<file path="config.mk">
export PLATFORM = sky130hd
export DESIGN_NAME = b1_bip8_monitor
export DESIGN_NICKNAME = d
export VERILOG_FILES = /design/src/rtl/b1_pkg.sv /design/src/rtl/b1_frame_fsm.sv /design/src/rtl/b1_parity_acc.sv /design/src/rtl/b1_compare.sv /design/src/rtl/b1_err_counter.sv /design/src/rtl/b1_bip8_monitor.sv
export SDC_FILE = /design/constraint.sdc
export NUM_CORES = 1
export LEC_CHECK = 0
export BUFFER_PORTS_ARGS = -buffer_cell sky130_fd_sc_hd__buf_4
export CAP_MARGIN = 25
export CELL_PAD_IN_SITES_DETAIL_PLACEMENT = 1
export CELL_PAD_IN_SITES_GLOBAL_PLACEMENT = 1
export CORE_MARGIN = 4
export CORE_UTILIZATION = 35
export CTS_CLUSTER_SIZE = 28
export DETAILED_ROUTE_END_ITERATION = 7
export PLACE_DENSITY = 0.75
export SLEW_MARGIN = 20
export SYNTH_ARGS = -nofsm -noshare
export SYNTH_HDL_FRONTEND = slang
export SYNTH_SLANG_ARGS = --single-unit
</file>
<file path="constraint.sdc">
create_clock -name clk -period 8.76 [get_ports clk]
set_clock_uncertainty 0.15 [all_clocks]
set_input_delay 0.876 -clock clk [delete_from_list [all_inputs] [get_ports clk]]
set_output_delay 0.876 -clock clk [all_outputs]
set_load 0.05 [all_outputs]
</file>
<file path="src/rtl/b1_pkg.sv">
package b1_pkg;

    typedef enum logic [1:0] {
        ST_HUNT  = 2'd0,
        ST_PRIME = 2'd1,
        ST_CHECK = 2'd2
    } chk_state_t;

    function automatic int unsigned ones_in(input logic [31:0] v, input int unsigned w);
        int unsigned n;
        n = 0;
        for (int unsigned i = 0; i < w; i++) begin
            n += int'(v[i]);
        end
        return n;
    endfunction

endpackage

</file>
<file path="src/rtl/b1_frame_fsm.sv">
module b1_frame_fsm
    import b1_pkg::*;
(
    input  logic       clk,
    input  logic       rst_n,
    input  logic       byte_valid,
    input  logic       frame_start,
    input  logic       b1_slot,
    input  logic       in_frame,
    output chk_state_t state,
    output logic       cmp_en
);

    chk_state_t state_nx;
    logic       fs_hit;

    assign fs_hit = byte_valid && frame_start;

    always_ff @(posedge clk) begin
        if (!rst_n) begin
            state <= ST_HUNT;
        end else begin
            state <= state_nx;
        end
    end

    always_comb begin
        state_nx = state;
        unique case (state)
            ST_HUNT: begin
                if (in_frame && fs_hit) state_nx = ST_PRIME;
            end
            ST_PRIME: begin
                if (!in_frame)   state_nx = ST_HUNT;
                else if (fs_hit) state_nx = ST_CHECK;
            end
            ST_CHECK: begin
                if (!in_frame)   state_nx = ST_HUNT;
            end
            default: state_nx = ST_HUNT;
        endcase
    end

    always_comb begin
        cmp_en = 1'b0;
        unique case (state)
            ST_HUNT:  cmp_en = 1'b0;
            ST_PRIME: cmp_en = 1'b0;
            ST_CHECK: cmp_en = in_frame && byte_valid && b1_slot;
            default:  cmp_en = 1'b0;
        endcase
    end

endmodule

</file>
<file path="src/rtl/b1_parity_acc.sv">
module b1_parity_acc #(
    parameter int BIP_W = 8
) (
    input  logic             clk,
    input  logic             rst_n,
    input  logic             byte_valid,
    input  logic             frame_start,
    input  logic [BIP_W-1:0] rx_byte,
    output logic [BIP_W-1:0] ref_parity
);

    for (genvar g = 0; g < BIP_W; g++) begin : g_lane
        logic acc_bit;
        logic ref_bit;
        always_ff @(posedge clk) begin
            if (!rst_n) begin
                acc_bit <= 1'b0;
                ref_bit <= 1'b0;
            end else if (byte_valid) begin
                if (frame_start) begin
                    ref_bit <= acc_bit;
                    acc_bit <= rx_byte[g];
                end else begin
                    acc_bit <= acc_bit ^ rx_byte[g];
                end
            end
        end
        assign ref_parity[g] = ref_bit;
    end

endmodule

</file>
<file path="src/rtl/b1_compare.sv">
module b1_compare
    import b1_pkg::*;
#(
    parameter int BIP_W = 8,
    parameter int INC_W = $clog2(BIP_W + 1)
) (
    input  logic             clk,
    input  logic             rst_n,
    input  logic             cmp_en,
    input  logic             block_mode,
    input  logic [BIP_W-1:0] ref_parity,
    input  logic [BIP_W-1:0] b1_value,
    output logic [INC_W-1:0] inc_q,
    output logic             err_q
);

    logic [BIP_W-1:0] diff;
    logic [INC_W-1:0] bit_errs;

    assign diff     = ref_parity ^ b1_value;
    assign bit_errs = INC_W'(ones_in(32'(diff), BIP_W));

    always_ff @(posedge clk) begin
        if (!rst_n) begin
            inc_q <= '0;
            err_q <= 1'b0;
        end else if (cmp_en) begin
            err_q <= |diff;
            inc_q <= block_mode ? INC_W'(|diff) : bit_errs;
        end else begin
            inc_q <= '0;
            err_q <= 1'b0;
        end
    end

endmodule

</file>
<file path="src/rtl/b1_err_counter.sv">
module b1_err_counter #(
    parameter int CNT_W = 16,
    parameter int INC_W = 4
) (
    input  logic             clk,
    input  logic             rst_n,
    input  logic [INC_W-1:0] inc,
    input  logic             pm_strobe,
    output logic [CNT_W-1:0] running,
    output logic [CNT_W-1:0] held
);

    localparam logic [CNT_W:0] CNT_MAX = {1'b0, {CNT_W{1'b1}}};

    logic [CNT_W:0]   sum;
    logic [CNT_W-1:0] sat_sum;

    assign sum     = {1'b0, running} + (CNT_W + 1)'(inc);
    assign sat_sum = (sum > CNT_MAX) ? CNT_MAX[CNT_W-1:0] : sum[CNT_W-1:0];

    always_ff @(posedge clk) begin
        if (!rst_n) begin
            running <= '0;
            held    <= '0;
        end else if (pm_strobe) begin
            held    <= running;
            running <= CNT_W'(inc);
        end else begin
            running <= sat_sum;
        end
    end

endmodule

</file>
<file path="src/rtl/b1_bip8_monitor.sv">
module b1_bip8_monitor
    import b1_pkg::*;
#(
    parameter int BIP_W = 8,
    parameter int CNT_W = 16
) (
    input  logic             clk,
    input  logic             rst_n,
    input  logic [BIP_W-1:0] rx_byte,
    input  logic             byte_valid,
    input  logic             frame_start,
    input  logic             b1_slot,
    input  logic [BIP_W-1:0] b1_value,
    input  logic             in_frame,
    input  logic             block_mode,
    input  logic             pm_strobe,
    output logic [CNT_W-1:0] held_count,
    output logic             frame_err
);

    localparam int INC_W = $clog2(BIP_W + 1);

    chk_state_t       state;
    logic             cmp_en;
    logic [BIP_W-1:0] ref_parity;
    logic [INC_W-1:0] inc_q;
    logic [CNT_W-1:0] running;

    b1_frame_fsm u_fsm (
        .clk         (clk),
        .rst_n       (rst_n),
        .byte_valid  (byte_valid),
        .frame_start (frame_start),
        .b1_slot     (b1_slot),
        .in_frame    (in_frame),
        .state       (state),
        .cmp_en      (cmp_en)
    );

    b1_parity_acc #(.BIP_W(BIP_W)) u_acc (
        .clk         (clk),
        .rst_n       (rst_n),
        .byte_valid  (byte_valid),
        .frame_start (frame_start),
        .rx_byte     (rx_byte),
        .ref_parity  (ref_parity)
    );

    b1_compare #(.BIP_W(BIP_W), .INC_W(INC_W)) u_cmp (
        .clk         (clk),
        .rst_n       (rst_n),
        .cmp_en      (cmp_en),
        .block_mode  (block_mode),
        .ref_parity  (ref_parity),
        .b1_value    (b1_value),
        .inc_q       (inc_q),
        .err_q       (frame_err)
    );

    b1_err_counter #(.CNT_W(CNT_W), .INC_W(INC_W)) u_cnt (
        .clk         (clk),
        .rst_n       (rst_n),
        .inc         (inc_q),
        .pm_strobe   (pm_strobe),
        .running     (running),
        .held        (held_count)
    );

endmodule

</file>
==> results of run 1 <==
[power by group through the flow]
| stage | logic (mW) | registers, mW | clock network, mW |
|---|---|---|---|
| CTS | 0.0640 | 0.258 | 0.183 |
| global route | 0.0716 | 0.259 | 0.191 |
| finish | 0.0629 | 0.258 | 0.177 |
| global placement | 0.0596 | 0.264 | 0 |
| detailed placement | 0.0626 | 0.264 | 0 |
| floorplan | 0.0421 | 0.265 | 0 |
[sequential cells by signal (all words and copies together) (netlist names)]
| register | cells |
|---|---|
| u_cmp.err_q | 1 |
| u_fsm.state | 2 |
| u_cnt.running | 16 |
| u_cmp.inc_q | 4 |
| u_acc.g_lane.ref_bit | 8 |
| u_acc.g_lane.acc_bit | 8 |
| u_cnt.held | 16 |
[cell type report]
| cell class | instances | area share [%] |
|---|---|---|
| timing repair buffer | 40 | 9.42 |
| sequential | 55 | 34.5 |
| tap | 99 | 3.89 |
| clock inverter | 2 | 1.10 |
| inverter | 13 | 1.53 |
| clock buffer | 6 | 2.59 |
| multi-input combinational | 201 | 46.9 |
[cell families (layout without fill, tap and decap cells)]
kind of cell,after synthesis,in the layout,share of synthesized area [%]
adder cells (fa/ha/maj),13,13,7.34
flip-flops,55,55,40.4
buffers and inverters,28,61,4.77
AND/OR/NAND/NOR,89,89,18.3
multiplexers,17,17,6.28
AO/OA/AOI/OAI,66,66,17.8
XOR/XNOR,16,16,5.14
[path summary, 6_finish.rpt]
| path | to | startpoint |
|---|---|---|
| hold reg to reg | u_fsm.state[0]$_SDFFE_PN0P_ | u_fsm.state[1]$_SDFFE_PN0P_ |
| setup / recovery | u_cmp.inc_q[1]$_SDFF_PP0_ | b1_value[0] |
| hold / removal | u_fsm.state[0]$_SDFFE_PN0P_ | u_fsm.state[1]$_SDFFE_PN0P_ |
| setup reg to reg | u_cmp.inc_q[1]$_SDFF_PP0_ | u_acc.g_lane[0].ref_bit$_SDFFE_PN0P_ |
[placed cells by master, fill, tap and decap left out, types with 2 or more instances in the layout]
master and n:
sky130_fd_sc_hd__or4_1 3, sky130_fd_sc_hd__xnor2_1 5, sky130_fd_sc_hd__o21ai_0 16, sky130_fd_sc_hd__nand4_1 2, sky130_fd_sc_hd__nand2_1 23, sky130_fd_sc_hd__a21oi_1 5, sky130_fd_sc_hd__ha_1 8, sky130_fd_sc_hd__mux2i_1 16
sky130_fd_sc_hd__fa_1 5, sky130_fd_sc_hd__a211o_1 2, sky130_fd_sc_hd__o31ai_1 3, sky130_fd_sc_hd__nand2b_1 9, sky130_fd_sc_hd__a32oi_1 7, sky130_fd_sc_hd__dfxtp_1 55, sky130_fd_sc_hd__nor3b_1 2, sky130_fd_sc_hd__nor2b_1 25
sky130_fd_sc_hd__inv_1 13, sky130_fd_sc_hd__nor3_1 3, sky130_fd_sc_hd__nor2_1 6, sky130_fd_sc_hd__a21boi_0 9, sky130_fd_sc_hd__buf_4 40, sky130_fd_sc_hd__clkbuf_8 6, sky130_fd_sc_hd__xor2_1 11, sky130_fd_sc_hd__nor4_1 3
sky130_fd_sc_hd__nand3_1 2, sky130_fd_sc_hd__or3_1 4, sky130_fd_sc_hd__a2111oi_0 2, sky130_fd_sc_hd__a21oi_2 5, sky130_fd_sc_hd__a211oi_1 2, sky130_fd_sc_hd__a31oi_1 5, sky130_fd_sc_hd__a31oi_2 5
[stage by stage]
| stage | instance area, um2 | hold WS [ns] | util [%] |
|---|---|---|---|
| floorplan | 2730 | 0.262 | - |
| global placement | 3070 | 0.274 | 41.4 |
| detailed placement | 3070 | 0.304 | 41.4 |
| CTS | 3190 | 0.318 | 43.0 |
| global route | 3190 | 0.330 | 43.0 |
| finish | 3190 | 0.312 | 43.0 |
[routing by layer]
| layer | track usage (%) | share of wire (%) | routed length, um | up-vias |
|---|---|---|---|---|
| li1 | - | - | - | 1059 |
| met1 | 19.1 | 49 | 3010 | 996 |
| met2 | 23.6 | 47 | 2880 | 30 |
| met3 | 2.35 | 2.7 | 166 | 5 |
| met4 | 4.62 | 1.2 | 76 | 0 |
| met5 | 0 | 0 | 0 | - |
[critical path, cell delays in order]
cell                     delay [ns]
sky130_fd_sc_hd__buf_4         0.11
sky130_fd_sc_hd__xor2_1        0.15
sky130_fd_sc_hd__ha_1          0.32
sky130_fd_sc_hd__fa_1          0.51
sky130_fd_sc_hd__fa_1          0.51
sky130_fd_sc_hd__fa_1          0.45
sky130_fd_sc_hd__inv_1         0.08
sky130_fd_sc_hd__fa_1          0.40
sky130_fd_sc_hd__nor2_1        0.10
==> metrics.txt, run 1 <==
# TYPE chip_impl_metric gauge
chip_impl_info{name="status",value="finished clean"} 1
chip_impl_metric{name="grt.total_usage",unit="%"} 14.4
chip_impl_info{name="post-synth-top-count-cell",value="sky130_fd_sc_hd__dfxtp_1"} 1
chip_impl_metric{name="synth.avg_cell_area",unit="um2"} 9.60
chip_impl_metric{name="starting_density_of_the_core",unit="%"} 36.8
chip_impl_metric{name="clk_latency",unit="ns"} 0.31
chip_impl_metric{name="htree_num_levels",unit=""} 2
chip_impl_info{name="worstSetupStartpointType",value="input port"} 1
chip_impl_metric{name="post-dp-hpwl",unit="um"} 4380
chip_impl_info{name="crit_type",value="input port to flip-flop"} 1
chip_impl_metric{name="post_synth_edffs",unit=""} 0
chip_impl_metric{name="cts_hold_repair.buffers",unit=""} 0
chip_impl_metric{name="swShare",unit="%"} 24.5
chip_impl_metric{name="io_buffer_count",unit=""} 40
chip_impl_metric{name="finalHoldViolCount",unit=""} 0
chip_impl_metric{name="place_worst_setup_slack",unit="ns"} 5.00
chip_impl_metric{name="finalSetupTns",unit="ns"} 0
chip_impl_metric{name="layout-drive-gt1-share",unit="%"} 19.6
chip_impl_metric{name="count_of_nets_after_finishing",unit=""} 353
chip_impl_metric{name="worst_pin_slew",unit="ns"} 0.798
chip_impl_metric{name="insertedDiodeCount",unit=""} 0
chip_impl_metric{name="timing.reg2reg.worst_path_depth",unit=""} 8
chip_impl_metric{name="finalPower",unit="uW"} 498
chip_impl_metric{name="clock_sink_count",unit=""} 55
chip_impl_metric{name="areaGrowthSynthToFinish",unit="%"} 16.9
chip_impl_info{name="synthTopCellsByCount",value="55 x sky130_fd_sc_hd__dfxtp_1, 25 x sky130_fd_sc_hd__nor2b_1, 23 x sky130_fd_sc_hd__nand2_1"} 1
chip_impl_metric{name="post_route_ant_nets",unit=""} 0
chip_impl_metric{name="grt_max_degree",unit=""} 39
chip_impl_metric{name="detailroute.via_count",unit=""} 2090
chip_impl_metric{name="period_minus_slack",unit="ns"} 3.44
chip_impl_metric{name="die_w",unit="um"} 96.3
chip_impl_metric{name="post_synth_inst_count",unit=""} 284
chip_impl_metric{name="detail_route.iter0.violations",unit=""} 82
chip_impl_metric{name="cts.clk_slew.worst_paths",unit="ns"} 0.09
chip_impl_metric{name="total_of_max_cap_violations",unit=""} 0
chip_impl_info{name="clock_tree_from_tritoncts",value="done"} 1
chip_impl_info{name="synth.top_cells.by_area",value="sky130_fd_sc_hd__dfxtp_1 40%, sky130_fd_sc_hd__mux2i_1 5.9%, sky130_fd_sc_hd__nor2b_1 5.7%"} 1
chip_impl_metric{name="chip_height",unit="um"} 96.3
chip_impl_metric{name="overflow",unit=""} 0
chip_impl_metric{name="p_sw",unit="uW"} 122
chip_impl_metric{name="finalWeightedCongestion",unit=""} 0.736
chip_impl_metric{name="synth_cell_types",unit=""} 47
chip_impl_metric{name="timing.final.setup_violations",unit=""} 0
chip_impl_metric{name="placed_cells",unit=""} 408
chip_impl_metric{name="ioPinCount",unit=""} 41
chip_impl_info{name="synth_top_cell_by_area",value="sky130_fd_sc_hd__dfxtp_1"} 1
chip_impl_metric{name="syn-cell-area",unit="um2"} 2730
chip_impl_metric{name="synth_nets",unit=""} 321
chip_impl_metric{name="period_share",unit="%"} 39.3
chip_impl_info{name="hp-class",value="flip-flop to flip-flop"} 1
chip_impl_metric{name="peak_supply_drop",unit="mV"} 0.0536
chip_impl_metric{name="synth-seq-cells",unit=""} 55
chip_impl_metric{name="seq_cell_area",unit="um2"} 1100
chip_impl_info{name="worstSetupEndpointType",value="flip-flop"} 1
chip_impl_metric{name="core.rowCount",unit=""} 31
chip_impl_metric{name="tritoncts.num_buffers",unit=""} 5
chip_impl_metric{name="timing.final.max_slew_violations",unit=""} 0
chip_impl_metric{name="postCtsResizedCells",unit=""} 0
chip_impl_metric{name="cts_setup_buffers",unit=""} 0
chip_impl_metric{name="number_of_inserted_filler_cells_in_the_final_layout",unit=""} 858
chip_impl_metric{name="p_int",unit="uW"} 376
chip_impl_info{name="clock_tree.root_cell",value="sky130_fd_sc_hd__clkbuf_8"} 1
chip_impl_metric{name="fp.coreArea",unit="um2"} 7410
chip_impl_metric{name="powerDensity",unit="nW/um2"} 156
chip_impl_metric{name="crit_fanout",unit=""} 2
chip_impl_metric{name="ff2ff_setup_slack",unit="ns"} 5.62
chip_impl_metric{name="final_critical_path_setup_slack",unit="ns"} 5.32
chip_impl_metric{name="power.leakage",unit="nW"} 1.21
chip_impl_metric{name="hold-path-cell-count",unit=""} 1
chip_impl_metric{name="grt_first_pass_wirelength",unit="um"} 10400
chip_impl_metric{name="max_slew_margin",unit="%"} 46.8
chip_impl_metric{name="crit_arrival",unit="ns"} 3.53
chip_impl_metric{name="clockPowerShare",unit="%"} 35.5
chip_impl_info{name="synth_flop_cell",value="sky130_fd_sc_hd__dfxtp_1"} 1
chip_impl_metric{name="detail_route.wl_per_cell",unit="um"} 14.8
chip_impl_metric{name="non_filler_instance_count_after_layout",unit=""} 416
chip_impl_metric{name="drt-total-wl",unit="um"} 6140
chip_impl_metric{name="route.detailed.vias_per_inst",unit=""} 5.02
chip_impl_metric{name="antenna_found_initial",unit=""} 0
chip_impl_metric{name="remaining_drc_errors",unit=""} 0
chip_impl_metric{name="first_global_vias",unit=""} 2174
chip_impl_metric{name="ctsLongestPathBuffers",unit=""} 2
chip_impl_metric{name="drt_pre_antenna_iters",unit=""} 4
chip_impl_metric{name="combinationalPowerShare",unit="%"} 12.6
chip_impl_metric{name="synth_seq_area_share",unit="%"} 40.4
chip_impl_metric{name="combined_area_of_the_multi_input_logic_cells",unit="um2"} 1500
chip_impl_metric{name="yosys_warnings",unit=""} 0
chip_impl_metric{name="wp_data_required",unit="ns"} 8.85
chip_impl_metric{name="post-synth-top-area-fraction",unit="%"} 40.4
chip_impl_metric{name="synth_async_sr_flop_share",unit="%"} 0
chip_impl_metric{name="maxClockFrequency",unit="MHz"} 291
chip_impl_metric{name="seq_power_share",unit="%"} 51.8
chip_impl_metric{name="die-area",unit="um2"} 9270
chip_impl_info{name="rsz_0062_raised_after_global_routing",value="false"} 1
Note: power is estimated with default switching activity, not from simulation.
==> inputs of run 2 (changes only) <==
==> constraint.sdc (replaced) <==
create_clock -name clk -period 3.24 [get_ports clk]
set_clock_uncertainty 0.15 [all_clocks]
set_input_delay 0.324 -clock clk [delete_from_list [all_inputs] [get_ports clk]]
set_output_delay 0.324 -clock clk [all_outputs]
set_load 0.05 [all_outputs]
==> run 2 against run 1 <==
  * First-iteration DRC count fell by 48%
  * Largest power group unchanged
  * Utilization fell by 0.30 points
  * Largest cell class unchanged
  * Clock power rose by 110%
  * Die area unchanged
  * Total power up 150%
  * Sequential cell count unchanged
  * Final cell count unchanged
==> metrics.txt, run 2 (synthesis results as in run 1) <==
# TYPE chip_impl_metric gauge
chip_impl_metric{name="placed_cell_area",unit="um2"} 3070
chip_impl_metric{name="peak_supply_drop",unit="mV"} 0.185
chip_impl_metric{name="overflow",unit=""} 0
chip_impl_metric{name="die-area",unit="um2"} 9270
chip_impl_metric{name="die_w",unit="um"} 96.3
chip_impl_metric{name="io_buffer_count",unit=""} 40
chip_impl_info{name="hp-class",value="input port to flip-flop"} 1
chip_impl_info{name="r2r_start",value="u_acc.g_lane[0].ref_bit$_SDFFE_PN0P_"} 1
chip_impl_metric{name="chip_height",unit="um"} 96.3
chip_impl_metric{name="detailroute.via_count",unit=""} 2093
chip_impl_metric{name="power.leakage",unit="nW"} 1.19
chip_impl_metric{name="layout-drive-gt1-share",unit="%"} 20.2
chip_impl_metric{name="clk_latency",unit="ns"} 0.31
chip_impl_metric{name="fp.coreArea",unit="um2"} 7410
chip_impl_metric{name="starting_density_of_the_core",unit="%"} 36.8
chip_impl_metric{name="total_of_max_cap_violations",unit=""} 0
chip_impl_metric{name="timing.final.setup_violations",unit=""} 0
chip_impl_metric{name="placed_cells",unit=""} 408
chip_impl_info{name="critical_path_sink",value="u_cmp.inc_q[1]$_SDFF_PP0_"} 1
chip_impl_metric{name="number_of_inserted_filler_cells_in_the_final_layout",unit=""} 862
chip_impl_info{name="global_route.peak_usage_layer",value="met2"} 1
chip_impl_metric{name="layout.cell_area.non_filler",unit="um2"} 3170
chip_impl_info{name="r2r-end",value="u_cmp.inc_q[1]$_SDFF_PP0_"} 1
chip_impl_metric{name="hold_ws",unit="ns"} 0.112
chip_impl_info{name="status",value="finished clean"} 1
chip_impl_metric{name="tritoncts.num_buffers",unit=""} 5
chip_impl_metric{name="grt_first_pass_wirelength",unit="um"} 10100
chip_impl_metric{name="core.rowCount",unit=""} 31
chip_impl_metric{name="first_global_vias",unit=""} 2127
chip_impl_metric{name="finalPower",unit="mW"} 1.24
chip_impl_metric{name="groute.layer.met1.usage",unit="%"} 19.0
chip_impl_metric{name="maxClockFrequency",unit="MHz"} 324
chip_impl_metric{name="period_share",unit="%"} 95.4
chip_impl_metric{name="detail_route.iter0.violations",unit=""} 43
chip_impl_metric{name="groute.layer.met2.usage",unit="%"} 21.7
chip_impl_info{name="layout_common_cells",value="53 x sky130_fd_sc_hd__dfxtp_1, 40 x sky130_fd_sc_hd__buf_4, 25 x sky130_fd_sc_hd__nor2b_1"} 1
chip_impl_metric{name="worst_pin_slew",unit="ns"} 0.876
chip_impl_metric{name="post_route_ant_nets",unit=""} 0
chip_impl_metric{name="ff2ff_setup_slack",unit="ns"} 0.15
chip_impl_metric{name="non_filler_instance_count_after_layout",unit=""} 416
chip_impl_metric{name="grt.total_usage",unit="%"} 13.8
chip_impl_metric{name="ioPinCount",unit=""} 41
chip_impl_metric{name="finalSetupTns",unit="ns"} 0
chip_impl_metric{name="antenna_found_initial",unit=""} 0
chip_impl_metric{name="cts.clk_slew.worst_paths",unit="ns"} 0.10
chip_impl_metric{name="cts_setup_buffers",unit=""} 0
chip_impl_metric{name="htree_num_levels",unit=""} 2
chip_impl_metric{name="grt_max_degree",unit=""} 39
chip_impl_metric{name="insertedDiodeCount",unit=""} 0
chip_impl_info{name="clock_tree.root_cell",value="sky130_fd_sc_hd__clkbuf_8"} 1
chip_impl_metric{name="cts_hold_repair.buffers",unit=""} 0
chip_impl_metric{name="route.detailed.vias_per_inst",unit=""} 5.03
chip_impl_metric{name="timing.final.max_slew_violations",unit=""} 0
chip_impl_info{name="largest_registers",value="u_cnt.held: 16 flops, u_cnt.running: 16 flops"} 1
chip_impl_metric{name="drt_pre_antenna_iters",unit=""} 4
chip_impl_metric{name="post-dp-hpwl",unit="um"} 4330
chip_impl_metric{name="ctsLongestPathBuffers",unit=""} 2
chip_impl_metric{name="crit_arrival",unit="ns"} 3.19
chip_impl_metric{name="wp_data_required",unit="ns"} 3.35
chip_impl_metric{name="count_of_nets_after_finishing",unit=""} 353
chip_impl_metric{name="finalHoldViolCount",unit=""} 0
chip_impl_metric{name="postCtsResizedCells",unit=""} 0
chip_impl_info{name="worstSetupEndpointType",value="flip-flop"} 1
chip_impl_info{name="worstSetupStartpointType",value="flip-flop"} 1
chip_impl_metric{name="drt-total-wl",unit="um"} 5890
chip_impl_metric{name="grt_util_met3",unit="%"} 2.50
chip_impl_metric{name="max_slew_margin",unit="%"} 41.6
chip_impl_info{name="critical_path.startpoint",value="u_acc.g_lane[0].ref_bit$_SDFFE_PN0P_"} 1
chip_impl_metric{name="areaGrowthSynthToFinish",unit="%"} 16.1
chip_impl_metric{name="finalWeightedCongestion",unit=""} 0.747
chip_impl_metric{name="crit_fanout",unit=""} 2
chip_impl_info{name="final_common_cell",value="sky130_fd_sc_hd__dfxtp_1"} 1
chip_impl_metric{name="remaining_drc_errors",unit=""} 0
chip_impl_metric{name="period_minus_slack",unit="ns"} 3.09
chip_impl_info{name="rsz_0062_raised_after_global_routing",value="false"} 1
chip_impl_info{name="crit_type",value="flip-flop to flip-flop"} 1
chip_impl_info{name="clock_tree_from_tritoncts",value="done"} 1
chip_impl_metric{name="powerDensity",unit="nW/um2"} 392
chip_impl_metric{name="clock_sink_count",unit=""} 55
chip_impl_metric{name="detail_route.wl_per_cell",unit="um"} 14.2
chip_impl_metric{name="timing.reg2reg.worst_path_depth",unit=""} 8
-- run 2: area by class of cell --
cell class | instances | area, um2 | share of cell area [%]
repair buffers | 40 | 300 | 9.49
clock buffers | 6 | 72.6 | 2.29
clock inverters | 2 | 12.5 | 0.395
well taps | 99 | 124 | 3.91
flip-flops and latches | 55 | 1100 | 34.9
inverters | 13 | 48.8 | 1.54
multi-input cells | 201 | 1500 | 47.5
-- run 2: worst max-delay path: stages (launching register included) --
cell	delay (ns)
sky130_fd_sc_hd__dfxtp_2	0.36
sky130_fd_sc_hd__xor2_1	0.19
sky130_fd_sc_hd__ha_1	0.28
sky130_fd_sc_hd__fa_1	0.52
sky130_fd_sc_hd__fa_1	0.52
sky130_fd_sc_hd__fa_1	0.45
sky130_fd_sc_hd__inv_1	0.08
sky130_fd_sc_hd__fa_1	0.41
sky130_fd_sc_hd__nor2_1	0.10
-- run 2: worst min path at each step --
stage	from	end	slack (ns)	cells after the start
2_1_floorplan	u_fsm.state[1]$_SDFFE_PN0P_	u_fsm.state[0]$_SDFFE_PN0P_	0.26	1
3_3_place_gp	u_fsm.state[1]$_SDFFE_PN0P_	u_fsm.state[0]$_SDFFE_PN0P_	0.28	1
3_5_place_dp	u_fsm.state[1]$_SDFFE_PN0P_	u_fsm.state[0]$_SDFFE_PN0P_	0.31	1
4_1_cts	block_mode	u_cmp.inc_q[0]$_SDFF_PN0_	0.11	2
5_1_grt	block_mode	u_cmp.inc_q[0]$_SDFF_PN0_	0.1	2
6_report	block_mode	u_cmp.inc_q[0]$_SDFF_PN0_	0.11	2
-- run 2: metrics by stage --
step / worst slack, ns / utilization, %
4_1_cts: 0.0924 / 42.6
3_5_place_dp: 0.0351 / 41.4
3_3_place_gp: 0.0743 / 41.4
5_1_grt: 0.00779 / 42.7
6_report: 0.150 / 42.7
2_1_floorplan: 0.238 / -
-- run 2: where the power goes --
part | internal, mW | switching (mW) | leakage [nW]
registers | 0.689 | 0.0101 | 0.447
logic | 0.0784 | 0.0886 | 0.699
clock network | 0.152 | 0.223 | 0.0412
-- run 2: layer usage --
metal  part of all wire [%]  vias up
li1                       -     1064
met1                     51      997
met2                     45       26
met3                    2.8        6
met4                    1.5        0
met5                      0        -
==> inputs of run 3 (changes only) <==
--- a/config.mk
+++ b/config.mk
@@ -9,6 +9,7 @@
 export CAP_MARGIN = 25
 export CELL_PAD_IN_SITES_DETAIL_PLACEMENT = 1
 export CELL_PAD_IN_SITES_GLOBAL_PLACEMENT = 1
+export CORE_ASPECT_RATIO = 1.25
 export CORE_MARGIN = 4
 export CORE_UTILIZATION = 35
 export CTS_CLUSTER_SIZE = 28
==> run 3 against run 2 <==
  * Clock power up 7.2%
  * Sequential power about the same
  * Setup slack better by 0.018 ns
==> metrics.txt, run 3 (synthesis results as in run 1) <==
# TYPE chip_impl_metric gauge
chip_impl_info{name="status",value="finished clean"} 1
chip_impl_metric{name="detailroute.via_count",unit=""} 2116
chip_impl_info{name="critical_path.top_delay_family",value="adder cells"} 1
chip_impl_metric{name="die-area",unit="um2"} 9280
chip_impl_info{name="layout_common_cells",value="55 x sky130_fd_sc_hd__dfxtp_1, 40 x sky130_fd_sc_hd__buf_4, 25 x sky130_fd_sc_hd__nor2b_1"} 1
chip_impl_info{name="hp-class",value="input port to flip-flop"} 1
chip_impl_metric{name="finalHoldViolCount",unit=""} 0
chip_impl_metric{name="max_slew_margin",unit="%"} 42.5
chip_impl_metric{name="layout-drive-gt1-share",unit="%"} 20.2
chip_impl_metric{name="finalWeightedCongestion",unit=""} 0.739
chip_impl_metric{name="postCtsResizedCells",unit=""} 0
chip_impl_metric{name="crit_arrival",unit="ns"} 3.17
chip_impl_info{name="largest_registers",value="u_cnt.held: 16 flops, u_cnt.running: 16 flops"} 1
chip_impl_metric{name="maxClockFrequency",unit="MHz"} 326
chip_impl_metric{name="htree_num_levels",unit=""} 2
chip_impl_metric{name="number_of_inserted_filler_cells_in_the_final_layout",unit=""} 868
chip_impl_metric{name="post_route_ant_nets",unit=""} 0
chip_impl_metric{name="overflow",unit=""} 0
chip_impl_metric{name="wp_data_required",unit="ns"} 3.34
chip_impl_metric{name="chip_height",unit="um"} 107
chip_impl_metric{name="die_w",unit="um"} 87.0
chip_impl_info{name="crit_type",value="flip-flop to flip-flop"} 1
chip_impl_info{name="clock_tree.root_cell",value="sky130_fd_sc_hd__clkbuf_8"} 1
chip_impl_metric{name="cts_hold_repair.buffers",unit=""} 0
chip_impl_metric{name="detail_route.iter0.violations",unit=""} 73
chip_impl_metric{name="ioPinCount",unit=""} 41
chip_impl_metric{name="cts.clk_slew.worst_paths",unit="ns"} 0.11
chip_impl_metric{name="cp_slowest_stage_delay",unit="ns"} 0.51
chip_impl_metric{name="remaining_drc_errors",unit=""} 0
chip_impl_metric{name="insertedDiodeCount",unit=""} 0
chip_impl_metric{name="timing.reg2reg.worst_path_depth",unit=""} 8
chip_impl_info{name="worstSetupStartpointType",value="flip-flop"} 1
chip_impl_metric{name="period_minus_slack",unit="ns"} 3.07
chip_impl_metric{name="route.detailed.vias_per_inst",unit=""} 5.17
chip_impl_metric{name="timing.final.max_slew_violations",unit=""} 0
chip_impl_metric{name="finalSetupTns",unit="ns"} 0
chip_impl_metric{name="period_share",unit="%"} 94.8
chip_impl_metric{name="fp.coreArea",unit="um2"} 7490
chip_impl_info{name="r2r_start",value="u_acc.g_lane[0].ref_bit$_SDFFE_PN0P_"} 1
chip_impl_metric{name="starting_density_of_the_core",unit="%"} 36.4
chip_impl_metric{name="grt.total_usage",unit="%"} 14.0
chip_impl_info{name="final_common_cell",value="sky130_fd_sc_hd__dfxtp_1"} 1
chip_impl_metric{name="drt_pre_antenna_iters",unit=""} 4
chip_impl_info{name="critPathMostFrequentCell",value="sky130_fd_sc_hd__fa_1"} 1
chip_impl_info{name="timing.hold.worst_endpoint",value="u_cmp.inc_q[0]$_SDFF_PN0_"} 1
chip_impl_info{name="hold_start",value="block_mode"} 1
chip_impl_info{name="r2r-end",value="u_cmp.inc_q[1]$_SDFF_PP0_"} 1
chip_impl_metric{name="clk_latency",unit="ns"} 0.31
chip_impl_metric{name="peak_supply_drop",unit="mV"} 0.206
chip_impl_metric{name="core.rowCount",unit=""} 35
chip_impl_metric{name="hold-path-cell-count",unit=""} 2
chip_impl_metric{name="grt_first_pass_wirelength",unit="um"} 10600
chip_impl_metric{name="areaGrowthSynthToFinish",unit="%"} 16.2
chip_impl_metric{name="detail_route.wl_per_cell",unit="um"} 14.6
chip_impl_metric{name="ff2ff_setup_slack",unit="ns"} 0.17
chip_impl_info{name="clock_tree_from_tritoncts",value="done"} 1
chip_impl_metric{name="timing.final.setup_violations",unit=""} 0
chip_impl_metric{name="antenna_found_initial",unit=""} 0
chip_impl_info{name="cp_max_delay_cell",value="sky130_fd_sc_hd__fa_1"} 1
chip_impl_metric{name="finalPower",unit="mW"} 1.27
chip_impl_info{name="path_cells",value="xor2_2 > ha_1 > fa_1 > fa_1 > fa_1 > inv_1 > fa_1 > nor2_1"} 1
chip_impl_metric{name="worst_pin_slew",unit="ns"} 0.862
chip_impl_info{name="worstSetupEndpointType",value="flip-flop"} 1
chip_impl_metric{name="cts_setup_buffers",unit=""} 0
chip_impl_metric{name="powerDensity",unit="nW/um2"} 400
chip_impl_metric{name="drt-total-wl",unit="um"} 5970
chip_impl_metric{name="ctsLongestPathBuffers",unit=""} 2
chip_impl_metric{name="grt_max_degree",unit=""} 39
chip_impl_metric{name="clock_sink_count",unit=""} 55
chip_impl_metric{name="count_of_nets_after_finishing",unit=""} 353
chip_impl_metric{name="crit_fanout",unit=""} 2
chip_impl_metric{name="first_global_vias",unit=""} 2262
chip_impl_metric{name="post-dp-hpwl",unit="um"} 4440
chip_impl_metric{name="io_buffer_count",unit=""} 40
chip_impl_metric{name="cp.buffers_inverters",unit=""} 1
chip_impl_info{name="rsz_0062_raised_after_global_routing",value="false"} 1
chip_impl_metric{name="power.leakage",unit="nW"} 1.19
chip_impl_metric{name="tritoncts.num_buffers",unit=""} 5
chip_impl_metric{name="total_of_max_cap_violations",unit=""} 0
==> run 3: cell types whose count changed in the layout (fill, tap and decap cells not counted) <==
cell / change
sky130_fd_sc_hd__clkbuf_1: -1
sky130_fd_sc_hd__clkinv_2: -1
sky130_fd_sc_hd__dfxtp_1: +2
sky130_fd_sc_hd__dfxtp_2: -2
sky130_fd_sc_hd__inv_6: +2
sky130_fd_sc_hd__xor2_1: -1
sky130_fd_sc_hd__xor2_2: +1
==> run 3: final cells by class <==
| cell class | count | area, um2 | share of cell area (%) |
|---|---|---|---|
| inverters | 13 | 48.8 | 1.54 |
| repair buffers | 40 | 300 | 9.47 |
| clock inverters | 3 | 25.0 | 0.789 |
| flip-flops and latches | 55 | 1100 | 34.7 |
| clock buffers | 5 | 68.8 | 2.17 |
| well taps | 92 | 115 | 3.63 |
| multi-input cells | 201 | 1510 | 47.7 |
==> run 3: per-layer routing <==
layer	track usage, %	vias to the layer above	part of all wire (%)
li1	-	1060	-
met1	16.0	1019	43
met2	26.1	33	52
met3	2.31	4	3.4
met4	4.01	0	0.92
met5	0	-	0
==> run 3: per-stage QoR <==
step | util, % | setup slack [ns] | area, um2 | instances | hold WS, ns
6_report | 42.3 | 0.168 | 3170 | 409 | 0.125
5_1_grt | 42.3 | 0.0353 | 3170 | 409 | 0.122
3_3_place_gp | 40.9 | 0.0723 | 3060 | 401 | 0.271
2_1_floorplan | - | 0.238 | 2730 | 284 | 0.262
4_1_cts | 42.1 | 0.0987 | 3160 | 409 | 0.120
3_5_place_dp | 40.9 | 0.0416 | 3060 | 401 | 0.300
==> run 3: how the worst max path moves through the flow <==
| stage | startpoint | endpoint | slack [ns] | cells after the start |
|---|---|---|---|---|
| 2_1_floorplan | b1_value[0] | u_cmp.inc_q[1]$_SDFF_PP0_ | 0.24 | 8 |
| 3_3_place_gp | b1_value[0] | u_cmp.inc_q[1]$_SDFF_PP0_ | 0.07 | 9 |
| 3_5_place_dp | b1_value[1] | u_cmp.inc_q[1]$_SDFF_PP0_ | 0.04 | 9 |
| 4_1_cts | u_acc.g_lane[1].ref_bit$_SDFFE_PN0P_ | u_cmp.inc_q[1]$_SDFF_PP0_ | 0.1 | 8 |
| 5_1_grt | u_acc.g_lane[0].ref_bit$_SDFFE_PN0P_ | u_cmp.inc_q[1]$_SDFF_PP0_ | 0.04 | 8 |
| 6_report | u_acc.g_lane[0].ref_bit$_SDFFE_PN0P_ | u_cmp.inc_q[1]$_SDFF_PP0_ | 0.17 | 8 |
==> run 3: where the power goes <==
group	internal [mW]	total, mW	switching (mW)
Clock	0.158	0.402	0.244
Sequential	0.689	0.699	0.00972
Combinational	0.0781	0.168	0.0904
Total	0.925	1.27	0.344
